$ cat src/rtl/sprd_pkg.sv
package sprd_pkg;

   // Tracking window of the split read
   typedef enum logic [1:0] {
      TRK_IDLE   = 2'd0,   // no lower-half read seen
      TRK_ARMED  = 2'd1,   // lower half read, waiting for upper half
      TRK_PAIRED = 2'd2    // pair closed, status is final
   } trk_state_e;

   typedef struct packed {
      logic ctrl;
      logic lo;
      logic hi;
   } reg_sel_t;

endpackage

$ cat src/rtl/sprd_addr_dec.sv
module sprd_addr_dec
   import sprd_pkg::*;
#(
   parameter int              ADDR_W    = 12,
   parameter logic [ADDR_W-1:0] CTRL_ADDR = 'h103,
   parameter logic [ADDR_W-1:0] LO_ADDR   = 'h104,
   parameter logic [ADDR_W-1:0] HI_ADDR   = 'h105
) (
   input  logic [ADDR_W-1:0] addr,
   output reg_sel_t          sel
);

   generate
      if (CTRL_ADDR == LO_ADDR || CTRL_ADDR == HI_ADDR || LO_ADDR == HI_ADDR) begin : g_bad_map
         $error("sprd_addr_dec: register addresses must be distinct");
      end
   endgenerate

   assign sel.ctrl = (addr == CTRL_ADDR);
   assign sel.lo   = (addr == LO_ADDR);
   assign sel.hi   = (addr == HI_ADDR);

endmodule

$ cat src/rtl/sprd_count_core.sv
module sprd_count_core #(
   parameter int CNT_W = 64
) (
   input  logic             clk,
   input  logic             rst_n,
   input  logic             en_wr,
   input  logic             en_wdata,
   output logic             en,
   output logic [CNT_W-1:0] cnt
);

   always_ff @(posedge clk) begin
      if (!rst_n) begin
         en  <= 1'b0;
         cnt <= '0;
      end else begin
         if (en_wr) en <= en_wdata;
         if (en)    cnt <= cnt + 1'b1;
      end
   end

   AST_EN_LOAD: assert property (@(posedge clk) disable iff (!rst_n)
      en_wr |=> (en == $past(en_wdata)));
   AST_CNT_STEP: assert property (@(posedge clk) disable iff (!rst_n)
      en |=> (cnt == CNT_W'($past(cnt) + 1'b1)));
   AST_CNT_HOLD: assert property (@(posedge clk) disable iff (!rst_n)
      !en |=> $stable(cnt));

endmodule

$ cat src/rtl/sprd_read_tracker.sv
module sprd_read_tracker
   import sprd_pkg::*;
#(
   parameter int HALF_W = 32
) (
   input  logic              clk,
   input  logic              rst_n,
   input  logic              rd_lo,
   input  logic              rd_hi,
   input  logic              irq,
   input  logic [HALF_W-1:0] hi_now,
   output logic              coherent
);

   trk_state_e        state;
   logic              torn;
   logic [HALF_W-1:0] hi_snap;
   logic              hi_moved;

   assign hi_moved = (hi_now != hi_snap);

   always_ff @(posedge clk) begin
      if (!rst_n) begin
         state   <= TRK_IDLE;
         torn    <= 1'b0;
         hi_snap <= '0;
      end else if (rd_lo) begin
         state   <= TRK_ARMED;
         torn    <= 1'b0;
         hi_snap <= hi_now;
      end else if (rd_hi) begin
         state <= TRK_PAIRED;
         torn  <= torn | irq | hi_moved | (state != TRK_ARMED);
      end else if (state == TRK_ARMED && irq) begin
         torn <= 1'b1;
      end
   end

   assign coherent = (state == TRK_PAIRED) && !torn;

   AST_LO_OPENS: assert property (@(posedge clk) disable iff (!rst_n)
      rd_lo |=> (state == TRK_ARMED && !torn));
   AST_IRQ_TEARS: assert property (@(posedge clk) disable iff (!rst_n)
      (state == TRK_ARMED && irq && !rd_lo) |=> torn);
   AST_HI_MOVED: assert property (@(posedge clk) disable iff (!rst_n)
      (state == TRK_ARMED && rd_hi && !rd_lo && hi_moved) |=> !coherent);
   AST_HI_ORPHAN: assert property (@(posedge clk) disable iff (!rst_n)
      (rd_hi && !rd_lo && state != TRK_ARMED) |=> !coherent);
   AST_STATUS_HOLD: assert property (@(posedge clk) disable iff (!rst_n)
      (state == TRK_PAIRED && !rd_lo && !rd_hi) |=> $stable(coherent));

endmodule

$ cat src/rtl/split_rd_counter.sv
module split_rd_counter
   import sprd_pkg::*;
#(
   parameter int                CNT_W     = 64,
   parameter int                BUS_W     = 32,
   parameter int                ADDR_W    = 12,
   parameter logic [ADDR_W-1:0] CTRL_ADDR = 'h103,
   parameter logic [ADDR_W-1:0] LO_ADDR   = 'h104,
   parameter logic [ADDR_W-1:0] HI_ADDR   = 'h105
) (
   input  logic              clk,
   input  logic              rst_n,
   input  logic              rd_en,
   input  logic              wr_en,
   input  logic [ADDR_W-1:0] addr,
   input  logic [BUS_W-1:0]  wdata,
   input  logic              intr_taken,
   output logic [BUS_W-1:0]  rdata
);

   localparam int HALF_W = CNT_W / 2;

   generate
      if (CNT_W % 2 != 0 || HALF_W > BUS_W || BUS_W < 2) begin : g_bad_width
         $error("split_rd_counter: CNT_W must be even and CNT_W/2 must fit in BUS_W >= 2");
      end
   endgenerate

   reg_sel_t          sel;
   logic              en;
   logic [CNT_W-1:0]  cnt;
   logic              coherent;
   logic [BUS_W-1:0]  lo_word;
   logic [BUS_W-1:0]  hi_word;
   logic [BUS_W-1:0]  ctrl_word;
   logic              unused_wdata_bits;

   assign unused_wdata_bits = ^wdata[BUS_W-1:1];

   sprd_addr_dec #(
      .ADDR_W(ADDR_W), .CTRL_ADDR(CTRL_ADDR), .LO_ADDR(LO_ADDR), .HI_ADDR(HI_ADDR)
   ) u_dec (
      .addr (addr),
      .sel  (sel)
   );

   sprd_count_core #(.CNT_W(CNT_W)) u_core (
      .clk      (clk),
      .rst_n    (rst_n),
      .en_wr    (wr_en && sel.ctrl),
      .en_wdata (wdata[0]),
      .en       (en),
      .cnt      (cnt)
   );

   sprd_read_tracker #(.HALF_W(HALF_W)) u_trk (
      .clk      (clk),
      .rst_n    (rst_n),
      .rd_lo    (rd_en && sel.lo),
      .rd_hi    (rd_en && sel.hi),
      .irq      (intr_taken),
      .hi_now   (cnt[CNT_W-1:HALF_W]),
      .coherent (coherent)
   );

   generate
      if (HALF_W < BUS_W) begin : g_pad
         assign lo_word = {{(BUS_W-HALF_W){1'b0}}, cnt[HALF_W-1:0]};
         assign hi_word = {{(BUS_W-HALF_W){1'b0}}, cnt[CNT_W-1:HALF_W]};
      end else begin : g_exact
         assign lo_word = cnt[HALF_W-1:0];
         assign hi_word = cnt[CNT_W-1:HALF_W];
      end
   endgenerate

   assign ctrl_word = {coherent, {(BUS_W-2){1'b0}}, en};

   always_comb begin
      rdata = '0;
      if (rd_en) begin
         if (sel.ctrl)    rdata = ctrl_word;
         else if (sel.lo) rdata = lo_word;
         else if (sel.hi) rdata = hi_word;
      end
   end

   AST_BUS_QUIET: assert property (@(posedge clk) disable iff (!rst_n)
      (!rd_en || !(sel.ctrl || sel.lo || sel.hi)) |-> (rdata == '0));
   AST_HALF_WRITE_IGNORED: assert property (@(posedge clk) disable iff (!rst_n)
      (wr_en && !sel.ctrl) |=> (en == $past(en)));

endmodule

$ cat config.mk
export PLATFORM = sky130hd
export DESIGN_NAME = split_rd_counter
export DESIGN_NICKNAME = d
export VERILOG_FILES = /design/src/rtl/sprd_pkg.sv /design/src/rtl/sprd_addr_dec.sv /design/src/rtl/sprd_count_core.sv /design/src/rtl/sprd_read_tracker.sv /design/src/rtl/split_rd_counter.sv
export SDC_FILE = /design/constraint.sdc
export NUM_CORES = 1
export LEC_CHECK = 0
export ABC_AREA = 0
export ABC_CLOCK_PERIOD_IN_PS = 2450
export BUFFER_PORTS_ARGS = -buffer_cell sky130_fd_sc_hd__buf_2
export CORE_MARGIN = 2
export CORE_UTILIZATION = 54
export DETAILED_ROUTE_END_ITERATION = 10
export PLACE_DENSITY = 0.74
export SETUP_SLACK_MARGIN = 0.02
export SYNTH_ARGS = -nofsm -noshare
export SYNTH_HDL_FRONTEND = slang
export SYNTH_SLANG_ARGS = --single-unit
$ cat constraint.sdc
create_clock -name clk -period 2.45 [get_ports clk]
set_input_delay 0.3675 -clock clk [delete_from_list [all_inputs] [get_ports clk]]
set_output_delay 0.3675 -clock clk [all_outputs]
set_load 0.03 [all_outputs]
After elaboration in Yosys (flattened, before gate mapping)
Index checks and enable logic that the tools add are counted.
{ "classes": {"n_addsub": 1, "multipliers": 0, "div_mod_pow": 0, "magnitude_cmp": 0, "eq_ne": 7, "shifts": 0, "n_mux": 8, "bitwise": 4, "n_reduce_logical": 9} }
{ "op_table": {"columns": ["op", "count"], "rows": [
  ["$mux 32", 4],
  ["$add 64x1->64 const B", 1],
  ["$eq 12x9->1 const B", 3],
  ["$ne 32x32->1", 1],
  ["$logic_and 1x1->1", 5],
  ["$mux 1", 4],
  ["$reduce_bool 2->1", 2],
  ["$or 1x1->1", 3],
  ["$eq 2x1->1 const B", 1],
  ["$eq 2x2->1 const B", 1],
  ["$ne 2x1->1 const B", 1],
  ["$reduce_or 2->1", 1],
  ["$logic_not 1->1", 1],
  ["$not 1->1", 1]
]} }
{ "word_totals": {"regBits": 100, "latchBits": 0, "ramBits": 0, "romBits": 0, "input_bits": 49, "output_inout_bits": 32, "wordCells": 35, "mem_count": 0} }

Longest topological paths before layout
{ "logic_depth": {"ltp_word": 5, "depth_mapped": 7, "depth_no_buf": 6} }

Cells and area by module
From an unflattened synthesis, not the netlist that was laid out.
{ "unflattened": {"hier_cells": 667, "hier_area_um2": 5880.6} }
{ "by_module_without_submodules": {"columns": ["module", "n_inst", "cells_per_inst", "area_per_inst_um2", "seq_area_each_um2"], "rows": [
  ["sprd_count_core", 1, 383, 3138.0, 1301.2],
  ["sprd_read_tracker", 1, 159, 1662.8, 700.7],
  ["split_rd_counter", 1, 117, 1019.7, 0.0],
  ["sprd_addr_dec", 1, 8, 60.1, 0.0]
]} }

Worst setup path after synthesis
Ideal clock, no wire load.
{ "synth_timing": {"path_type": "in2out", "startpoint": "in addr[4]", "endpoint": "out rdata[10]", "arrival_ns": 2.297, "t_required_ns": 2.082, "setup_slack_ns": -0.215, "stages": 5, "n_path_buf": 1, "cell_sequence": "or4_1 > nor4_2 > clkbuf_1 > a22oi_1 > nor2_1"} }
{ "synth_between": {"elab_chain_cells": 5, "elab_cells_between_ends": 7, "cone_classes": "eq/ne: 3; mux: 4"} }
{ "synth_rtl": {"columns": ["element", "line", "rtl"], "rows": [
  ["start, declared", "split_rd_counter.sv:15", "input logic [ADDR_W-1:0] addr,"],
  ["$eq 12x9->1", "sprd_addr_dec.sv:21", "assign sel.hi = (addr == HI_ADDR);"],
  ["$mux 32", "split_rd_counter.sv:83", "else if (sel.hi) rdata = hi_word;"],
  ["$mux 32", "split_rd_counter.sv:82", "else if (sel.lo) rdata = lo_word;"],
  ["$mux 32 (*)", "split_rd_counter.sv:81", "if (sel.ctrl) rdata = ctrl_word;"],
  ["$mux 32 (*)", "split_rd_counter.sv:80", "if (rd_en) begin"],
  ["end, declared", "split_rd_counter.sv:18", "output logic [BUS_W-1:0] rdata"]
]} }
Mark *: on every way between the ends. The rest lies on a longest branch, timed or not.

Worst setup path in the final report
{ "layout_timing": {"startpoint": "in addr[4]", "endpoint": "out rdata[3]"} }
The elaborated chain is that of the path after synthesis.

==> summary.md <==
| Metric | Value |
|---|---|
| CORE AREA | 0.00928 mm2 |
| GP Congestion | 0.858 |
| Initial DRC count | 426 |
| Synth top area share | between 30% and 40% |
| Max_cap viols | 0 |
| Filler instances | 654 |
| DR WL/cell | about 19 um |
| H-tree depth | 3 |
| Vias per cell | 6.15 |
| Synth Register Bits | 100 |
| Final wirelength | 16.1 mm |
| # diodes | 0 |
| Synth area leader | dfxtp_1 |
| Vias in the first global route | 4513 |
| Post-synthesis cell count | 652 |
| Commonest cells post-synth | dfxtp_1, nand2_1, nor2_1, a21oi_1, xor2_1 |
| RSZ-0062 raised after global routing | yes |
| Post-synth EDFFs | 0 |
| Share of cells above drive strength 1 | 25.7% |
| Die span in x | 102 um |
| Rows | 35 |
| Fmax | 406 MHz |
| Crit. End Element | primary output |
| Slew Limit Fails | 0 |
| CP arrival | between 2 and 2.5 ns |
| Yosys warnings | 0 |
| Net Count, Synth | 702 |
| Sequential share of the synthesized area | 38.5% |
| First-pass GRT wire length | 22.5 mm |
| Sink Count | 100 |
| Met3 Track Usage GR | slightly above 6% |
| Fin crit share | 100% |
| Top-count cell post-synth | dfxtp_1 |
| Root Buffer | clkbuf_8 |
| CP bufs+invs | 5 |
| Gr ovfl total | 0 |
| Largest stage delay on the critical path | 0.55 ns |
| Initial Util | ~56% |
| Crit path time final | around 2.5 ns |
| Outcome | finished with violations |
| Comb pwr share | 3.3% |
| Design Area, Final | 0.00665 mm2 |
| Area contributors post-synth | dfxtp_1, xor2_1, nand2_1 |
| Vias post-DR | 5269 |
| Worst path slowest cell | or4_4 |
| Slew @ Worst Pin | 0.571 ns |
| Final setup viols | 1 |
| Clock slew seen by the registers of the worst setup and hold paths | 0.09 ns |
| Synth cell types | 40 |
| Rel. slew slack | between 60% and 70% |
| Syn avg cell area | 7.97 um2 |
| DIE AREA | 0.0104 mm2 |
| Final Hold Fails | 0 |
| Drt drc | 0 |
| Later-pin clock latency in the skew report | 0.38 ns |
| # IOs | 81 |
| Clk buf depth | 2 |
| Setup slack after layout | -0.0121 ns |
| Sw frac | 22.1% |
| PwrDens | approximately 430 mW/mm2 |
| Top delay family on crit path | simple AND/OR/NAND/NOR gates |
| Die height | 102 um |
| Hold buffers post-CTS | 0 |
| Final ANT Viol Nets | 0 |
| Largest net degree at the start of global routing | 55 |
| Met2 Track Usage GR | 45.5% |
| CP max FO | 8 |
| Int Power | ~0.0022 W |
| Clock buffer count from CTS | 9 |
| Dominant synthesized flop cell | dfxtp_1 |
| Failing checks | setup timing |
| Gr busiest metal | met2 |
| Power share of the clock group | between 30% and 40% |
| Initial DRT Pass Iterations | 5 |
| Initial antenna violation count | 0 |
| Crit path kind | in2out |
| I/O Buffers | 49 |
| Maximum vdd drop | around 400 uV |
| Worst path required time | 2.08 ns |
| Area grow syn2layout | 27.9% |
| Post-placement cell area | 0.00586 mm2 |
| Post-Place Setup Slack | -0.121 ns |
| Leak | approximately 2.5 nW |
| CTS tree | yes |
| Flop pwr share | 57.1% |
| Nets | 773 |
| Net Switching | between 0.0006 and 0.0007 W |
| Ys async rst share | 0% |
| Critical Path Source Type | primary input |
| Overall power | about 0.0028 W |
| Hold Crit Class | in2reg |
| GR Util All Layers | around 28% |
| Clock skew | 0.00969 ns |
| Grt met1 use | 37.6% |
| Critical path cell sequence | buf_6 > or4_4 > buf_4 > nor4_4 > buf_4 > clkbuf_16 > a22oi_1 > nor2_2 > buf_6 |
| Cell area after synthesis | 0.00519 mm2 |
| DP HPWL | 9.68 mm |
==> per-layer routing <==
| metal | wire length, um | share of wire (%) |
|---|---|---|
| met5 | 0 | 0 |
| met4 | 580 | 3.6 |
| met3 | 1300 | 8.1 |
| met2 | 7800 | 48 |
| met1 | 6430 | 40 |
==> cell type report <==
type | count | area, um2 | area share (%)
clock buffers | 13 | 169 | 2.54
multi-input cells | 499 | 3140 | 47.3
flip-flops and latches | 100 | 2000 | 30.1
inverters | 5 | 18.8 | 0.282
repair buffers | 108 | 1110 | 16.6
well taps | 129 | 161 | 2.43
clock inverters | 3 | 43.8 | 0.659
==> final timing paths <==
kind	startpoint	end	slack [ns]	depth (start not counted)
max reg2reg	u_core.cnt[18]$_SDFFE_PN0P_	u_core.cnt[45]$_SDFFE_PN0P_	0.12	6
max	addr[4]	rdata[3]	-0.01	9
min reg2reg	u_trk.hi_snap[26]$_SDFFE_PN0P_	u_trk.hi_snap[26]$_SDFFE_PN0P_	0.47	2
min	wdata[0]	u_core.en$_SDFFE_PN0P_	0.24	3
==> metrics by stage <==
stage | setup TNS [ns] | util, % | std cells | hold slack (ns)
floorplan | -0.0163 | - | 652 | 0.448
global placement | -2.18 | 63.1 | 824 | 0.453
detailed placement | -3.35 | 63.1 | 824 | 0.459
CTS | 0 | 66.5 | 842 | 0.229
global route | -0.636 | 71.6 | 857 | 0.278
finish | -0.0121 | 71.6 | 857 | 0.237
==> worst reg2reg max path, cell delays in order (launching register included) <==
cell and delay, ns:
dfxtp_1 0.43, nand4_1 0.23, nor4_4 0.53, nand4_2 0.33, buf_4 0.25, or3_1 0.35
a21oi_1 0.16
==> flip-flops by register name, indices dropped and copies added, names as in the netlist <==
signal	flops
u_core.cnt	64
u_core.en	1
u_trk.hi_snap	32
u_trk.state	2
u_trk.torn	1
==> cells in the final DEF, fill, tap and decap left out, drive strengths merged <==
cell    Yosys  final
buf        15    102
dfxtp     100    100
nand2      86     86
nor2       77     77
a21oi      60     60
xor2       52     52
nand4      35     35
a22oi      32     32
nand3      22     22
o21ai      21     21
xnor2      20     20
or3        19     19
clkbuf     33     19
nor4       18     18
and2       13     13
and3        8      8
and4        7      7
nor3        6      6
or4         6      6
inv         5      5
o31ai       4      4
or2         3      3
nand3b      2      2
or3b        2      2
clkinv      0      2
mux2i       1      1
nor2b       1      1
a221oi      1      1
nor3b       1      1
a31o        1      1
ha          1      1
bufinv      0      1
==> power by group through the flow <==
stage,Clock [W],Sequential (W),Combinational [W]
6_report,0.00112,0.00162,0.0000948
5_1_grt,0.00120,0.00162,0.000100
4_1_cts,0.00115,0.00162,0.0000906
3_5_place_dp,0,0.00166,0.0000738
3_3_place_gp,0,0.00166,0.0000712
2_1_floorplan,0,0.00166,0.0000431
==> timing repair <==
item                       CTS  global route
setup endpoints to repair   32            33
buffers inserted             0             7
pin swaps                    2            15
gates cloned                 2             8
gates resized for setup     14            95
==> cells by family (layout without fill, tap and decap cells) <==
logic type	Yosys count	in the layout	share of synthesized area, %
xor+xnor	72	72	12.1
flops	100	100	38.5
simple gates	306	306	31.1
compound gates	119	119	13.3
mux	1	1	0.193
fa+ha+maj	1	1	0.241
buf+inv	53	129	4.46
Note: power is estimated with default switching activity, not from simulation.
